--- src/rtl/usbw_pkg.sv ---
package usbw_pkg;

  localparam int DATA_W = 32;
  localparam int ADDR_W = 8;

  localparam logic [ADDR_W-1:0] A_REV   = 8'h00;
  localparam logic [ADDR_W-1:0] A_CTRL  = 8'h14;
  localparam logic [ADDR_W-1:0] A_STAT  = 8'h18;
  localparam logic [ADDR_W-1:0] A_EPST  = 8'h30;
  localparam logic [ADDR_W-1:0] A_CRST  = 8'h34;
  localparam logic [ADDR_W-1:0] A_EPSET = 8'h38;
  localparam logic [ADDR_W-1:0] A_CRSET = 8'h3C;
  localparam logic [ADDR_W-1:0] A_EPCLR = 8'h40;
  localparam logic [ADDR_W-1:0] A_CRCLR = 8'h44;
  localparam logic [ADDR_W-1:0] A_PHY   = 8'hE0;
  localparam logic [ADDR_W-1:0] A_MODE  = 8'hE8;

  localparam int CTRL_RST_BIT  = 0;
  localparam int PHY_OTGD_BIT  = 21;
  localparam int MODE_IDV_BIT  = 8;
  localparam int MODE_IDM_BIT  = 7;

  // endpoint word: rx endpoint 0 slot (bit 16) does not exist
  localparam logic [DATA_W-1:0] EP_VALID = 32'hFFFE_FFFF;

  typedef enum logic [3:0] {
    RD_NONE, RD_REV, RD_CTRL, RD_STAT, RD_EPST, RD_CRST,
    RD_EPEN, RD_CREN, RD_PHY, RD_MODE
  } rdSel_e;

  typedef struct packed {
    logic ctrl;
    logic epStat;
    logic coreStat;
    logic epSet;
    logic coreSet;
    logic epClr;
    logic coreClr;
    logic phy;
    logic mode;
  } wrStb_t;

endpackage

--- src/rtl/usbw_ctrl.sv ---
module usbw_ctrl
  import usbw_pkg::*;
(
  input  logic              regWr,
  input  logic [ADDR_W-1:0] regAddr,
  output wrStb_t            wrStb,
  output rdSel_e            rdSel
);

  always_comb begin
    wrStb = '0;
    rdSel = RD_NONE;
    unique case (regAddr)
      A_REV:   rdSel = RD_REV;
      A_CTRL:  begin rdSel = RD_CTRL; wrStb.ctrl     = regWr; end
      A_STAT:  rdSel = RD_STAT;
      A_EPST:  begin rdSel = RD_EPST; wrStb.epStat   = regWr; end
      A_CRST:  begin rdSel = RD_CRST; wrStb.coreStat = regWr; end
      A_EPSET: begin rdSel = RD_EPEN; wrStb.epSet    = regWr; end
      A_CRSET: begin rdSel = RD_CREN; wrStb.coreSet  = regWr; end
      A_EPCLR: begin rdSel = RD_EPEN; wrStb.epClr    = regWr; end
      A_CRCLR: begin rdSel = RD_CREN; wrStb.coreClr  = regWr; end
      A_PHY:   begin rdSel = RD_PHY;  wrStb.phy      = regWr; end
      A_MODE:  begin rdSel = RD_MODE; wrStb.mode     = regWr; end
      default: rdSel = RD_NONE;
    endcase
  end

endmodule

--- src/rtl/usbw_irq_bank.sv ---
module usbw_irq_bank #(
  parameter int           W     = 32,
  parameter logic [W-1:0] VALID = '1
) (
  input  logic         clk,
  input  logic         rstN,
  input  logic [W-1:0] evt,
  input  logic         wStat,
  input  logic         wSet,
  input  logic         wClr,
  input  logic [W-1:0] wdata,
  output logic [W-1:0] stat,
  output logic [W-1:0] en,
  output logic         req
);

  logic [W-1:0] clrMask;

  assign clrMask = wStat ? wdata : '0;

  always_ff @(posedge clk) begin
    if (!rstN) begin
      stat <= '0;
      en   <= '0;
    end else begin
      // a new event takes precedence over a same-cycle acknowledge
      stat <= ((stat & ~clrMask) | evt) & VALID;
      if (wSet)      en <= (en | wdata) & VALID;
      else if (wClr) en <= en & ~wdata;
    end
  end

  assign req = |(stat & en);

endmodule

--- src/rtl/usbw_datapath.sv ---
module usbw_datapath
  import usbw_pkg::*;
#(
  parameter logic [DATA_W-1:0] REV_ID     = 32'h4EA2_0800,
  parameter int                RST_CYCLES = 4,
  parameter int                CORE_W     = 9
) (
  input  logic              clk,
  input  logic              rstN,
  input  wrStb_t            wrStb,
  input  rdSel_e            rdSel,
  input  logic [DATA_W-1:0] regWdata,
  input  logic [DATA_W-1:0] epEvent,
  input  logic [CORE_W-1:0] coreEvent,
  input  logic              idPin,
  output logic [DATA_W-1:0] regRdata,
  output logic [DATA_W-1:0] epStat,
  output logic [DATA_W-1:0] epEn,
  output logic [CORE_W-1:0] coreStat,
  output logic [CORE_W-1:0] coreEn,
  output logic              irqOut,
  output logic              coreRstOut,
  output logic              otgDisable,
  output logic              idSel
);

  localparam int CNT_W = $clog2(RST_CYCLES + 1);
  localparam logic [CNT_W-1:0] CNT_LOAD = CNT_W'(RST_CYCLES);

  logic              epReq, coreReq;
  logic [CNT_W-1:0]  rstCnt;
  logic              modeIdVal, modeIdMux;

  usbw_irq_bank #(.W(DATA_W), .VALID(EP_VALID)) uEpBank (
    .clk(clk), .rstN(rstN), .evt(epEvent),
    .wStat(wrStb.epStat), .wSet(wrStb.epSet), .wClr(wrStb.epClr),
    .wdata(regWdata), .stat(epStat), .en(epEn), .req(epReq)
  );

  usbw_irq_bank #(.W(CORE_W), .VALID({CORE_W{1'b1}})) uCoreBank (
    .clk(clk), .rstN(rstN), .evt(coreEvent),
    .wStat(wrStb.coreStat), .wSet(wrStb.coreSet), .wClr(wrStb.coreClr),
    .wdata(regWdata[CORE_W-1:0]), .stat(coreStat), .en(coreEn), .req(coreReq)
  );

  assign irqOut = epReq | coreReq;

  always_ff @(posedge clk) begin
    if (!rstN) begin
      rstCnt <= '0;
    end else if (rstCnt != '0) begin
      rstCnt <= rstCnt - 1'b1;
    end else if (wrStb.ctrl && regWdata[CTRL_RST_BIT]) begin
      rstCnt <= CNT_LOAD;
    end
  end

  assign coreRstOut = (rstCnt != '0);

  always_ff @(posedge clk) begin
    if (!rstN) begin
      otgDisable <= 1'b0;
      modeIdVal  <= 1'b0;
      modeIdMux  <= 1'b0;
    end else begin
      if (wrStb.phy) otgDisable <= regWdata[PHY_OTGD_BIT];
      if (wrStb.mode) begin
        modeIdVal <= regWdata[MODE_IDV_BIT];
        modeIdMux <= regWdata[MODE_IDM_BIT];
      end
    end
  end

  assign idSel = modeIdMux ? modeIdVal : idPin;

  always_comb begin
    regRdata = '0;
    unique case (rdSel)
      RD_REV:  regRdata = REV_ID;
      RD_CTRL: regRdata[CTRL_RST_BIT] = coreRstOut;
      RD_STAT: regRdata[0] = irqOut;
      RD_EPST: regRdata = epStat;
      RD_CRST: regRdata[CORE_W-1:0] = coreStat;
      RD_EPEN: regRdata = epEn;
      RD_CREN: regRdata[CORE_W-1:0] = coreEn;
      RD_PHY:  regRdata[PHY_OTGD_BIT] = otgDisable;
      RD_MODE: begin
        regRdata[MODE_IDV_BIT] = modeIdVal;
        regRdata[MODE_IDM_BIT] = modeIdMux;
      end
      default: regRdata = '0;
    endcase
  end

endmodule

--- src/rtl/usb_irq_wrap.sv ---
module usb_irq_wrap
  import usbw_pkg::*;
#(
  parameter logic [31:0] REV_ID     = 32'h4EA2_0800,
  parameter int          RST_CYCLES = 4
) (
  input  logic        clk,
  input  logic        rstN,
  input  logic        regWr,
  input  logic [7:0]  regAddr,
  input  logic [31:0] regWdata,
  output logic [31:0] regRdata,
  input  logic [31:0] epEvent,
  input  logic [8:0]  coreEvent,
  input  logic        idPin,
  output logic        irqOut,
  output logic        coreRstOut,
  output logic        otgDisable,
  output logic        idSel
);

  wrStb_t      wrStb;
  rdSel_e      rdSel;
  logic [31:0] epStat, epEn;
  logic [8:0]  coreStat, coreEn;

  usbw_ctrl uCtrl (
    .regWr(regWr), .regAddr(regAddr), .wrStb(wrStb), .rdSel(rdSel)
  );

  usbw_datapath #(.REV_ID(REV_ID), .RST_CYCLES(RST_CYCLES), .CORE_W(9)) uDp (
    .clk(clk), .rstN(rstN), .wrStb(wrStb), .rdSel(rdSel),
    .regWdata(regWdata), .epEvent(epEvent), .coreEvent(coreEvent),
    .idPin(idPin), .regRdata(regRdata), .epStat(epStat), .epEn(epEn),
    .coreStat(coreStat), .coreEn(coreEn), .irqOut(irqOut),
    .coreRstOut(coreRstOut), .otgDisable(otgDisable), .idSel(idSel)
  );

endmodule

--- config.mk ---
export PLATFORM = sky130hd
export DESIGN_NAME = usb_irq_wrap
export DESIGN_NICKNAME = d
export VERILOG_FILES = /design/src/rtl/usbw_pkg.sv /design/src/rtl/usbw_ctrl.sv /design/src/rtl/usbw_irq_bank.sv /design/src/rtl/usbw_datapath.sv /design/src/rtl/usb_irq_wrap.sv
export SDC_FILE = /design/constraint.sdc
export NUM_CORES = 1
export LEC_CHECK = 0
export BUFFER_PORTS_ARGS = -buffer_cell sky130_fd_sc_hd__buf_2
export CORE_MARGIN = 4
export CORE_UTILIZATION = 41
export DETAILED_ROUTE_END_ITERATION = 12
export GPL_TIMING_DRIVEN = 0
export PLACE_DENSITY = 0.74
export SYNTH_ARGS = -nofsm -noshare
export SYNTH_HDL_FRONTEND = slang
export SYNTH_SLANG_ARGS = --single-unit
--- constraint.sdc ---
create_clock -name clk -period 5.2 [get_ports clk]
set_clock_uncertainty 0.15 [all_clocks]
set_input_delay 0.78 -clock clk [delete_from_list [all_inputs] [get_ports clk]]
set_output_delay 0.78 -clock clk [all_outputs]
set_load 0.01 [all_outputs]
==> results of run 1 <==
[worst max path at each step]
stage	startpoint	end	slack, ns	cells past startpoint
floorplan	regAddr[5]	regRdata[0]	2.03	6
global placement	regAddr[3]	regRdata[6]	1.32	8
detailed placement	regAddr[3]	regRdata[6]	1.32	8
CTS	regAddr[3]	regRdata[6]	1.32	8
global route	regAddr[3]	regRdata[6]	1.17	8
finish	regAddr[3]	regRdata[2]	1.30	8
[per-layer routing]
layer,wire [µm],share of wire,track usage,up-vias
li1,-,-,-,2077
met1,5700,0.39,0.299,2134
met2,6790,0.47,0.410,267
met3,1610,0.11,0.0546,33
met4,383,0.026,0.0953,0
met5,0,0,0,-
[kinds of logic after synthesis]
logic type,after synthesis,synth area share
multiplexers,4,0.00977
AO/OA/AOI/OAI,145,0.247
AND/OR/NAND/NOR,228,0.290
flip-flops,87,0.412
adder cells (fa/ha/maj),1,0.00296
buffers and inverters,37,0.0388
[cell type report]
| type | count | area [µm²] |
|---|---|---|
| clock inverter | 6 | 116 |
| sequential | 87 | 1740 |
| tap | 133 | 166 |
| multi-input combinational | 378 | 2320 |
| fill | 967 | 4690 |
| inverter | 5 | 18.8 |
| clock buffer | 10 | 128 |
| buffer | 32 | 145 |
| timing repair buffer | 117 | 586 |
[worst max-delay path: stages]
cell and delay, ns:
buf_2 0.13, or4_1 0.51, buf_2 0.18, o22ai_1 0.53, buf_2 0.39, a222oi_1 0.16, nand2_1 0.14, buf_2 0.14
[where the power goes]
group | total (µW) | internal [µW] | switching (µW)
Sequential | 724 | 697 | 26.8
Combinational | 170 | 79.1 | 91.3
Clock | 579 | 323 | 256
Total | 1470 | 1100 | 374
[cells in the final DEF, fill, tap and decap left out, types with 2 or more instances in the layout]
cell type	Yosys	routed
nor2b_1	84	84
o211a_1	2	2
dfxtp_1	87	87
mux2i_1	3	3
bufinv_16	0	3
a221o_1	7	7
and3_1	2	2
nor4b_1	2	2
clkbuf_1	17	18
nand2_1	93	93
nor4_1	2	2
a21oi_1	43	43
nand3_1	11	11
nand4_1	6	6
nor3_2	3	3
or4b_1	2	2
a22oi_1	63	63
nor2_1	8	8
clkinv_4	0	2
buf_2	14	131
clkbuf_8	0	9
inv_1	5	5
or4_1	2	2
a222oi_1	7	7
and2_1	3	3
a22o_1	14	14
[metrics by stage]
stage	total power (µW)	util	instances	cell area (µm²)
after global routing	1530	0.527	768	5220
final	1470	0.527	768	5220
after detailed placement	909	0.503	752	4980
after CTS	1480	0.527	768	5220
after floorplan	824	-	502	4230
after global placement	899	0.503	752	4980
==> results.py, run 1 <==
metrics = {
    "cts": {
        "cts-root-buf": "clkbuf_8",
        "h-tree-depth": 3,
        "clk-insertion-delay-late_ns": 0.35,
        "cts.sinks": 87,
        "post_cts_resized": 0,
        "cts_tree": "built",
        "ctsLongestPathBuffers": 2,
        "ctsHoldBuffers": 0,
        "cts-buffers-inserted": 9,
        "clk_pin_slew_ns": 0.10,
        "post_cts_buffers": 0,
    },
    "drt": {
        "vias": 4511,
        "drtPass1Iterations": 9,
        "drtIter0Drc": 581,
        "via_per_inst": 5.87,
        "avgRoutedWirePerCell_um": 18.9,
        "drc_errors": 0,
        "final_antenna_net_count": 0,
        "finalWirelength_um": 14500,
    },
    "timing": {
        "fin_hold_ws_ns": 0.302,
        "fin_crit_ns": 3.90,
        "slew_headroom": 0.511,
        "tightest_slew_ns": 0.733,
        "rsz0062_at_grt": "no",
        "setup_viol": 0,
        "finalCritPeriodShare": 0.751,
        "clock.fmax_mhz": 256,
        "setup_tns_ns": 0,
        "hold_viol": 0,
        "setup_ws_ns": 1.30,
        "finalMaxSlewViolations": 0,
    },
    "yosys": {
        "ys_ff_latch": 87,
        "synth_area_leaders": "dfxtp_1 (41%), nor2b_1 (12%), a22oi_1 (11%), nand2_1 (8.3%), a21oi_1 (5.1%)",
        "synth_top_cell_by_area": "dfxtp_1",
        "synth_top_area_frac": 0.412,
        "yosysMostFrequentCell": "nand2_1",
        "synth_cell_types": 45,
        "syn_nets": 588,
        "ys_seq_area_frac": 0.412,
        "synth-edff-count": 0,
        "synth_area_um2": 4230,
        "synth_flop_cell": "dfxtp_1",
        "post_synth.cell_area_avg_um2": 8.42,
        "synth_common_cells": "nand2_1 (93), dfxtp_1 (87), nor2b_1 (84)",
        "ys_warn_count": 0,
        "ys_async_sr_fraction": 0,
        "synth_cells": 502,
    },
    "worst_setup_path": {
        "worst-path-max-fanout": 10,
        "cp-start-kind": "primary input",
        "setup.worst_path.class": "in2out",
        "r2r.worst_path.cells": 7,
        "worst-endpoint-arrival_ns": 2.97,
        "required_ns": 4.27,
        "rr_endpoint": "uDp.rstCnt[1]",
        "reg2reg_from": "uDp.rstCnt[0]",
        "end_kind": "output pin",
        "ff2ff_setup_slack_ns": 3.60,
    },
    "cells_and_area": {
        "diodes": 0,
        "layout-drive-gt1-share": 0.246,
        "finalNetCount": 716,
        "syn_to_final_growth_pct": 23.6,
    },
    "die": {
        "ios": 121,
        "start_util": 0.427,
        "fp-row-count": 36,
        "dieHeight_um": 110,
        "dieArea_um2": 12000,
        "fp.coreArea_um2": 9910,
        "die_x_um": 110,
    },
    "placed_design": {
        "dp.final_hpwl_um": 10800,
        "place.gp.congestion": 0.920,
        "post-place-ws_ns": 1.32,
        "portBuffers": 117,
    },
    "global_route": {
        "grt_usage": 0.243,
        "grt_overflow_total": 0,
        "grt_first_pass_wirelength_um": 22400,
        "grt_max_degree": 16,
        "first_global_vias": 4437,
        "antenna_found_initial": 0,
    },
    "run_status": {
        "status": "finished clean",
    },
    "power_and_ir_drop": {
        "peakVddDrop_v": 0.000146,
        "power-per-cell-area_nw_per_um2": 282,
        "p_leak_uw": 0.00206,
    },
    "job": {
        "drv_cap": 0,
    },
    "hold_path": {
        "min_to": "uDp.uEpBank.en[16]",
        "hp-start": "uDp.uEpBank.en[16]",
        "hold_depth": 2,
        "worstHoldPathType": "reg2reg",
    },
}
Note: power is estimated with default switching activity, not from simulation.
==> run 2, diff against run 1 <==
PLACE_DENSITY = 0.77   (was 0.74)
clock period = 3.3 ns   (was 5.2 ns; I/O delays follow)
==> run 2 against run 1 <==
Largest cell class unchanged. Register-to-register slack worse by 2.0 ns. Sequential share of layout area is 0.38 points higher. Worst hold slack worse by 0.13 ns. Combinational power grew 62%. Final cell count down 0.26%.
==> results.py, run 2 (synthesis gave the netlist of run 1 again) <==
metrics = {
    "timing": {
        "fin_crit_ns": 3.24,
        "tightest_slew_ns": 0.731,
        "clock.fmax_mhz": 309,
        "setup_tns_ns": 0,
        "finalCritPeriodShare": 0.981,
        "hold_viol": 0,
        "setup_viol": 0,
        "rsz0062_at_grt": "no",
        "slew_headroom": 0.513,
        "finalMaxSlewViolations": 0,
    },
    "cts": {
        "h-tree-depth": 3,
        "clk-insertion-delay-late_ns": 0.34,
        "cts_tree": "built",
        "ctsLongestPathBuffers": 2,
        "post_cts_buffers": 0,
        "cts.sinks": 87,
        "cts-buffers-inserted": 9,
        "clk_pin_slew_ns": 0.08,
        "cts-root-buf": "clkbuf_8",
    },
    "placed_design": {
        "dp.final_hpwl_um": 10700,
        "place.gp.congestion": 0.950,
        "placed_cell_area_um2": 4980,
        "portBuffers": 117,
    },
    "die": {
        "fp-row-count": 36,
        "die_x_um": 110,
        "fp.coreArea_um2": 9910,
        "start_util": 0.427,
        "dieHeight_um": 110,
        "dieArea_um2": 12000,
        "ios": 121,
    },
    "cells_and_area": {
        "seqCellArea_um2": 1740,
        "diodes": 0,
        "final_common_cell": "buf_2",
        "fillers": 956,
        "final_cell_mix": "buf_2 (131), nand2_1 (93), dfxtp_1 (87), nor2b_1 (84), a22oi_1 (63)",
        "design_area_um2": 5160,
        "layout-drive-gt1-share": 0.242,
        "finalNetCount": 716,
        "syn_to_final_growth_pct": 22.2,
        "multiInputGateArea_um2": 2330,
    },
    "power_and_ir_drop": {
        "peakVddDrop_v": 0.000214,
        "p_leak_uw": 0.00203,
        "power-per-cell-area_nw_per_um2": 414,
    },
    "worst_setup_path": {
        "worst-endpoint-arrival_ns": 2.59,
        "worst-path-max-fanout": 10,
        "setup.worst_path.class": "in2out",
        "end_kind": "output pin",
        "cp-start-kind": "primary input",
        "required_ns": 2.65,
    },
    "drt": {
        "drc_errors": 0,
        "drtIter0Drc": 587,
        "drtPass1Iterations": 6,
        "finalWirelength_um": 14300,
        "final_antenna_net_count": 0,
        "via_per_inst": 5.82,
        "vias": 4457,
        "avgRoutedWirePerCell_um": 18.6,
    },
    "global_route": {
        "first_global_vias": 4095,
        "antenna_found_initial": 0,
        "grt_usage": 0.232,
        "grt_overflow_total": 0,
        "grt_max_degree": 13,
        "grt_first_pass_wirelength_um": 21400,
    },
    "run_status": {
        "status": "finished clean",
    },
    "job": {
        "drv_cap": 0,
    },
    "hold_path": {
        "worstHoldPathType": "in2reg",
    },
}
run 2: critical path, cell delays in order:
cell	delay, ns
buf_2	0.13
or4_1	0.51
buf_2	0.19
nor2_1	0.17
clkbuf_1	0.58
a222oi_1	0.21
nand2_1	0.15
buf_2	0.14
run 2: through the flow:
| stage | power, µW | setup WS, ns | hold WS [ns] | std cells | util |
|---|---|---|---|---|---|
| 2_1_floorplan | 1300 | 0.704 | 0.262 | 502 | - |
| 3_3_place_gp | 1420 | 0.0602 | 0.270 | 752 | 0.503 |
| 3_5_place_dp | 1440 | 0.0618 | 0.287 | 752 | 0.503 |
| 4_1_cts | 2140 | 0.0538 | 0.160 | 766 | 0.521 |
| 5_1_grt | 2220 | 0.0546 | 0.179 | 766 | 0.521 |
| 6_report | 2140 | 0.0631 | 0.170 | 766 | 0.521 |
run 2: per-layer routing:
layer,up-vias,GRT usage,share of wire
met5,-,0,0
met4,0,0.0614,0.017
met3,29,0.0352,0.10
met2,254,0.384,0.46
met1,2100,0.315,0.42
li1,2074,-,-
run 2: worst paths after layout:
kind | from | endpoint | slack, ns | cells past startpoint
max | regAddr[3] | regRdata[6] | 0.06 | 8
min | regWdata[16] | uDp.uEpBank.en[16] | 0.17 | 2
max reg2reg | uDp.rstCnt[0] | uDp.rstCnt[1] | 1.62 | 7
min reg2reg | uDp.uEpBank.en[16] | uDp.uEpBank.en[16] | 0.30 | 2
run 2: cell type report:
class / count / area share
buffer: 32 / 0.0281
clock buffer: 13 / 0.0288
clock inverter: 1 / 0.00581
inverter: 5 / 0.00363
multi-input combinational: 378 / 0.451
sequential: 87 / 0.337
tap: 133 / 0.0322
timing repair buffer: 117 / 0.113
run 2: power by group:
part | leakage [µW] | total (µW) | switching (µW) | internal, µW
registers | 0.000715 | 1140 | 43.6 | 1100
clock network | 0.0000896 | 718 | 354 | 364
logic | 0.00122 | 276 | 150 | 126
run 2: timing repair:
action | CTS | global route
endpoints found under the setup margin | 0 | 6
gates resized for setup | 0 | 1
hold buffers | 0 | 0
